File: config.mk
export PLATFORM = sky130hd
export DESIGN_NAME = uart_host_regs
export DESIGN_NICKNAME = d
export VERILOG_FILES = /design/src/rtl/uart_host_pkg.sv /design/src/rtl/uart_tx_hold.sv /design/src/rtl/uart_rx_queue.sv /design/src/rtl/uart_stat_ctl.sv /design/src/rtl/uart_host_regs.sv
export SDC_FILE = /design/constraint.sdc
export NUM_CORES = 1
export LEC_CHECK = 0
export BUFFER_PORTS_ARGS = -buffer_cell sky130_fd_sc_hd__buf_2
export CAP_MARGIN = 10
export CORE_MARGIN = 8
export CORE_UTILIZATION = 40
export CTS_BUF_LIST = sky130_fd_sc_hd__clkbuf_16
export CTS_CLUSTER_DIAMETER = 200
export DETAILED_ROUTE_END_ITERATION = 10
export GPL_TIMING_DRIVEN = 0
export HOLD_SLACK_MARGIN = 0.08
export PLACE_DENSITY = 0.74
export SYNTH_ARGS = -nofsm -noshare
export SYNTH_HDL_FRONTEND = slang
export SYNTH_SLANG_ARGS = --single-unit
File: constraint.sdc
create_clock -name clk -period 2.5 [get_ports clk]
set_clock_uncertainty 0.05 [all_clocks]
set_input_delay 0 -clock clk [delete_from_list [all_inputs] [get_ports clk]]
set_output_delay 0 -clock clk [all_outputs]
set_load 0.02 [all_outputs]
File: src/rtl/uart_host_pkg.sv
package uart_host_pkg;

    localparam int DATA_W = 8;

    typedef logic [DATA_W-1:0] data_t;

    // status byte bit positions
    localparam int ST_RXC = 7;
    localparam int ST_TXC = 6;
    localparam int ST_DRE = 5;
    localparam int ST_FE  = 4;
    localparam int ST_DOR = 3;
    localparam int ST_PE  = 2;
    localparam int ST_DBL = 1;
    localparam int ST_MPM = 0;

    typedef struct packed {
        data_t data;
        logic  ferr;
        logic  perr;
        logic  ovr;
    } rx_entry_t;

    // 0..3 selects 5..8 significant bits
    function automatic data_t size_mask(input logic [1:0] sz);
        return data_t'({DATA_W{1'b1}}) >> (2'd3 - sz);
    endfunction

endpackage

File: src/rtl/uart_tx_hold.sv
module uart_tx_hold
    import uart_host_pkg::*;
(
    input  logic       clk,
    input  logic       rst_n,
    input  logic       wr_en,
    input  data_t      wr_data,
    input  logic       tx_en,
    input  logic       shift_idle,
    input  logic [1:0] chr_size,
    output logic       buf_empty,
    output data_t      buf_data,
    output logic       load,
    output data_t      load_data
);

    typedef struct packed {
        logic  full;
        data_t data;
    } hold_st_t;

    hold_st_t st_d, st_q;

    always_comb begin
        st_d = st_q;
        if (load) begin
            st_d.full = 1'b0;
        end
        if (wr_en && !st_q.full) begin
            st_d.data = wr_data;
            st_d.full = 1'b1;
        end
    end

    always_ff @(posedge clk or negedge rst_n) begin
        if (!rst_n) begin
            st_q <= '0;
        end else begin
            st_q <= st_d;
        end
    end

    assign load      = tx_en & st_q.full & shift_idle;
    assign load_data = st_q.data & size_mask(chr_size);
    assign buf_empty = ~st_q.full;
    assign buf_data  = st_q.data;

endmodule

File: src/rtl/uart_rx_queue.sv
module uart_rx_queue
    import uart_host_pkg::*;
#(
    parameter int DEPTH = 2
) (
    input  logic                         clk,
    input  logic                         rst_n,
    input  logic                         push,
    input  rx_entry_t                    push_entry,
    input  logic                         pop_req,
    input  logic                         flush,
    output rx_entry_t                    head_entry,
    output logic                         not_empty,
    output logic [$clog2(DEPTH+1)-1:0]   level
);

    localparam int PW = $clog2(DEPTH);
    localparam int CW = $clog2(DEPTH + 1);
    localparam logic [CW-1:0] FULL_CNT = CW'(DEPTH);

    typedef struct packed {
        rx_entry_t [DEPTH-1:0] slot;
        logic [PW-1:0]         head;
        logic [CW-1:0]         count;
    } q_st_t;

    q_st_t st_d, st_q;
    logic  do_pop;
    logic  do_push;

    function automatic logic [PW-1:0] wrap_add(input logic [PW-1:0] p, input logic [CW-1:0] n);
        int s;
        s = int'(p) + int'(n);
        if (s >= DEPTH) begin
            s = s - DEPTH;
        end
        return PW'(s);
    endfunction

    always_comb begin
        st_d    = st_q;
        do_pop  = pop_req && (st_q.count != '0);
        do_push = push && ((st_q.count != FULL_CNT) || do_pop);
        if (do_push) begin
            st_d.slot[wrap_add(st_q.head, st_q.count)] = push_entry;
        end else if (push) begin
            st_d.slot[wrap_add(st_q.head, st_q.count - 1'b1)].ovr = 1'b1;
        end
        if (do_pop) begin
            st_d.head = wrap_add(st_q.head, CW'(1));
        end
        st_d.count = st_q.count + CW'(do_push) - CW'(do_pop);
        if (flush) begin
            st_d.count = '0;
            st_d.head  = '0;
        end
    end

    always_ff @(posedge clk or negedge rst_n) begin
        if (!rst_n) begin
            st_q <= '0;
        end else begin
            st_q <= st_d;
        end
    end

    assign head_entry = st_q.slot[st_q.head];
    assign not_empty  = (st_q.count != '0);
    assign level      = st_q.count;

endmodule

File: src/rtl/uart_stat_ctl.sv
module uart_stat_ctl
    import uart_host_pkg::*;
(
    input  logic  clk,
    input  logic  rst_n,
    input  logic  stat_wr,
    input  data_t wr_data,
    input  logic  frame_done,
    input  logic  buf_empty,
    input  logic  txc_ack,
    output logic  txc,
    output logic  dbl,
    output logic  mpm
);

    typedef struct packed {
        logic txc;
        logic dbl;
        logic mpm;
    } stat_st_t;

    stat_st_t st_d, st_q;

    always_comb begin
        st_d = st_q;
        if (stat_wr) begin
            st_d.dbl = wr_data[ST_DBL];
            st_d.mpm = wr_data[ST_MPM];
            if (wr_data[ST_TXC]) begin
                st_d.txc = 1'b0;
            end
        end
        if (txc_ack) begin
            st_d.txc = 1'b0;
        end
        // a completion in the same cycle as a clear is kept
        if (frame_done && buf_empty) begin
            st_d.txc = 1'b1;
        end
    end

    always_ff @(posedge clk or negedge rst_n) begin
        if (!rst_n) begin
            st_q <= '0;
        end else begin
            st_q <= st_d;
        end
    end

    assign txc = st_q.txc;
    assign dbl = st_q.dbl;
    assign mpm = st_q.mpm;

endmodule

File: src/rtl/uart_host_regs.sv
module uart_host_regs
    import uart_host_pkg::*;
#(
    parameter int RXQ_DEPTH = 2
) (
    input  logic       clk,
    input  logic       rst_n,
    input  logic       bus_addr,
    input  logic       bus_rd,
    input  logic       bus_wr,
    input  logic [7:0] bus_wdata,
    output logic [7:0] bus_rdata,
    input  logic [1:0] chr_size,
    input  logic       tx_en,
    input  logic       rx_en,
    output logic       txs_load,
    output logic [7:0] txs_data,
    input  logic       txs_idle,
    input  logic       txs_done,
    input  logic       rxe_valid,
    input  logic [7:0] rxe_data,
    input  logic       rxe_ferr,
    input  logic       rxe_perr,
    output logic       mode_dbl,
    output logic       mode_mpm,
    input  logic       rxc_ie,
    input  logic       txc_ie,
    input  logic       dre_ie,
    input  logic       txc_ack,
    output logic       irq_rxc,
    output logic       irq_txc,
    output logic       irq_dre
);

    localparam int LVW = $clog2(RXQ_DEPTH + 1);

    logic            wr_data_sel;
    logic            wr_stat_sel;
    logic            rd_data_sel;
    logic            dre;
    data_t           hold_data;
    logic            txc;
    logic            rxc;
    rx_entry_t       rx_in;
    rx_entry_t       rx_head;
    logic [LVW-1:0]  rx_level;
    data_t           status;

    assign wr_data_sel = bus_wr & ~bus_addr;
    assign wr_stat_sel = bus_wr &  bus_addr;
    assign rd_data_sel = bus_rd & ~bus_addr;

    uart_tx_hold u_tx_hold (
        .clk        (clk),
        .rst_n      (rst_n),
        .wr_en      (wr_data_sel),
        .wr_data    (bus_wdata),
        .tx_en      (tx_en),
        .shift_idle (txs_idle),
        .chr_size   (chr_size),
        .buf_empty  (dre),
        .buf_data   (hold_data),
        .load       (txs_load),
        .load_data  (txs_data)
    );

    always_comb begin
        rx_in      = '0;
        rx_in.data = rxe_data & size_mask(chr_size);
        rx_in.ferr = rxe_ferr;
        rx_in.perr = rxe_perr;
        rx_in.ovr  = 1'b0;
    end

    uart_rx_queue #(
        .DEPTH (RXQ_DEPTH)
    ) u_rx_queue (
        .clk        (clk),
        .rst_n      (rst_n),
        .push       (rxe_valid & rx_en),
        .push_entry (rx_in),
        .pop_req    (rd_data_sel),
        .flush      (~rx_en),
        .head_entry (rx_head),
        .not_empty  (rxc),
        .level      (rx_level)
    );

    uart_stat_ctl u_stat_ctl (
        .clk        (clk),
        .rst_n      (rst_n),
        .stat_wr    (wr_stat_sel),
        .wr_data    (bus_wdata),
        .frame_done (txs_done),
        .buf_empty  (dre),
        .txc_ack    (txc_ack),
        .txc        (txc),
        .dbl        (mode_dbl),
        .mpm        (mode_mpm)
    );

    always_comb begin
        status         = '0;
        status[ST_RXC] = rxc;
        status[ST_TXC] = txc;
        status[ST_DRE] = dre;
        status[ST_FE]  = rxc & rx_head.ferr;
        status[ST_DOR] = rxc & rx_head.ovr;
        status[ST_PE]  = rxc & rx_head.perr;
        status[ST_DBL] = mode_dbl;
        status[ST_MPM] = mode_mpm;
        if (bus_addr) begin
            bus_rdata = status;
        end else begin
            bus_rdata = rxc ? rx_head.data : '0;
        end
    end

    assign irq_rxc = rxc & rxc_ie;
    assign irq_txc = txc & txc_ie;
    assign irq_dre = dre & dre_ie;

endmodule

==> impl_metrics.toml <==
[drt]
antenna_left = 0
vias = 1382
drt_iter0_markers = 100
routedWlPerCell_um = 15.8
dr.pass1.iters = 4
drc = 0
via_per_inst = 4.92
wl_mm = 4.43

[timing]
final.period_utilization_pct = 84.8
tns_ns = 0
min_period_ns = 2.12
finalMaxSlewViolations = 0
setup_viol = 0
worst_slew_margin_rel_pct = 45.7
hold_viol_final = 0
timing.fmax_ghz = 0.472
setup_ws_ns = 0.379
tightest_slew_ns = 0.814
grt_setup_unrepaired = "false"

[global_route]
grt_pass1_wl_mm = 7.73
overflow = 0
grt_use_met3_pct = 6.25
track_usage_pct = 13.3
top_usage_layer = "met2"
antenna_found_initial = 0
grt_max_degree = 38
gr-usage-met2_pct = 20.7
grt_pass1_vias = 1622
use_met1_pct = 16.0

[synthesis]
avgSynthCellArea_um2 = 12.7
yosys.cell_types.count = 29
synth_nets = 179
synth_top_area_cell = "dfrtp_1"
synth_top_area_share_pct = 51.0
synth_area_mm2 = 0.00181
synth-seq-cells = 37
yosys-top-cells-area = "dfrtp_1 51%, mux2_2 17%, mux2i_1 3.9%, mux4_2 3.7%, buf_4 2.1%"
syn_inst = 143
synth-warning-count = 0
ys_seq_area_share_pct = 51.0

[setup_path]
r2r_slack_ns = 0.38
cp_max_fo = 8
reg2reg_from = "u_rx_queue.level[0]"
crit_type = "reg2reg"
arrival_ns = 2.23
crit_required_ns = 2.61
cp-start-kind = "register"
reg2reg_to = "u_rx_queue.level[1]"
worstSetupEndpointType = "register"
r2r_cells = 8
crit_start = "u_rx_queue.level[0]"

[place]
pre_cts_ws_ns = 0.410
dp_hpwl_mm = 3.07
gp_congestion = 0.792
port_buffers = 54

[power]
power_leakage_nw = 1.22
vdd_drop_max_mv = 0.534
power_density_mw_per_mm2 = 956

[cts]
clk_latency_ns = 0.27
clock-root-buffer = "clkbuf_16"
clk_pin_slew_worst_paths_ns = 0.05
clock-sinks = 37
clockBufferDepth = 2
numCtsBuffers = 5
cts.htree.levels = 2
cts_tree = "done"

[floorplan]
rows = 24
die_area_mm2 = 0.00695
ioPinCount = 56
die_w_um = 83.3
dieHeight_um = 83.3
coreArea_mm2 = 0.00435
start_util_pct = 41.7

[layout]
nets = 266
areaGrowthSynthToFinish_pct = 40.0
seq_area_um2 = 926
nFillCells = 349
multi_input_area_um2 = 773
drive_above_1_share_pct = 44.5
antenna_cells = 0
post-route-util_pct = 58.3

[min_path]
min_from = "bus_addr"
min_to = "u_stat_ctl.dbl"
whs_path_depth = 3
hold_path.class = "in2reg"

[run]
cap_violations = 0

[status]
status = "complete, no violations"
## state kept, by name, summed over array words and instances, names as in the netlist
signal	cells
u_stat_ctl.mpm	1
u_stat_ctl.dbl	1
u_rx_queue.level	2
u_tx_hold.buf_data	8
u_tx_hold.st_q	1
u_stat_ctl.txc	1
u_rx_queue.st_q	23
## critical path, stage by stage (launching register included)
cell	delay [ns]
dfrtp_1	0.45
nor2_1	0.49
nor2_1	0.12
ha_1	0.29
inv_1	0.04
ha_1	0.18
xnor2_1	0.14
xnor2_1	0.12
and2_1	0.14
## cell type report
class / instances / share of cell area (%)
buffer: 10 / 3.20
clock buffer: 5 / 4.93
clock inverter: 1 / 0.197
inverter: 9 / 1.33
multi-input combinational: 87 / 30.4
sequential: 37 / 36.5
tap: 52 / 2.56
timing repair buffer: 80 / 20.9
## synth_stat cells
| master | n |
|---|---|
| o21a_1 | 1 |
| nand2b_1 | 1 |
| o21bai_1 | 1 |
| mux2i_1 | 7 |
| buf_6 | 3 |
| xnor2_1 | 3 |
| or3_1 | 1 |
| xor2_1 | 1 |
| a21boi_0 | 1 |
| nand3_1 | 1 |
| nand2_1 | 5 |
| nand4_1 | 1 |
| mux2_1 | 1 |
| o21ai_0 | 6 |
| a32o_1 | 1 |
| buf_4 | 5 |
| a211oi_2 | 2 |
| nor2_1 | 2 |
| inv_1 | 9 |
| nor2b_1 | 6 |
| mux2_2 | 27 |
| dfrtp_1 | 37 |
| o22ai_1 | 3 |
| ha_1 | 2 |
| mux4_2 | 3 |
| a21oi_1 | 2 |
| buf_2 | 2 |
| and2_1 | 5 |
| and3_1 | 4 |
## routing by layer
metal / up-vias / share of wire, %
met5: - / 0
met4: 0 / 0.95
met3: 5 / 9.0
met2: 48 / 46
met1: 657 / 44
li1: 672 / -
## how the worst max path moves through the flow
stage	end	slack (ns)	depth (start not counted)
floorplan	u_rx_queue.level[1]	0.66	8
global placement	u_rx_queue.level[1]	0.45	8
detailed placement	u_rx_queue.level[1]	0.41	8
finish	u_rx_queue.level[1]	0.38	8
CTS	u_rx_queue.level[1]	0.35	8
global route	u_rx_queue.level[1]	0.17	8
## metrics by stage
| step | hold WS [ns] | power (mW) | cells | area [µm²] |
|---|---|---|---|---|
| 2_1_floorplan | -0.346 | 1.57 | 143 | 1810 |
| 3_3_place_gp | 0.0961 | 1.79 | 249 | 2150 |
| 3_5_place_dp | 0.0991 | 1.83 | 249 | 2150 |
| 4_1_cts | 0.0827 | 2.45 | 281 | 2540 |
| 5_1_grt | 0.111 | 2.58 | 281 | 2540 |
| 6_report | 0.0814 | 2.43 | 281 | 2540 |
## cells in the final DEF, fill, tap and decap left out, types with 4 or more instances in the layout
| master | Yosys | final |
|---|---|---|
| and2_1 | 5 | 5 |
| and3_1 | 4 | 4 |
| buf_2 | 2 | 56 |
| buf_4 | 5 | 5 |
| clkbuf_16 | 0 | 5 |
| dfrtp_1 | 37 | 37 |
| dlygate4sd3_1 | 0 | 26 |
| inv_1 | 9 | 9 |
| mux2_2 | 27 | 27 |
| mux2i_1 | 7 | 7 |
| nand2_1 | 5 | 5 |
| nor2b_1 | 6 | 6 |
| o21ai_0 | 6 | 6 |
## repair_timing
action                    4_1_cts  5_1_grt
buffers inserted                0        0
hold endpoints to repair       72        0
hold buffers                   26        0
gates resized for setup         0        0
## cells by family after synthesis
kind of cell    Yosys count  share of synthesized area, %
buf+inv                  19                          6.34
simple gates             26                          7.93
compound gates           17                          6.41
fa+ha+maj                 2                          1.38
xor+xnor                  4                          1.93
mux                      38                          25.0
flops                    37                          51.0
## power by group
part | internal (mW) | switching (mW)
Clock | 0.355 | 0.212
Combinational | 0.469 | 0.416
Sequential | 0.842 | 0.134
Total | 1.67 | 0.762
(Power assumes the default switching activity.)
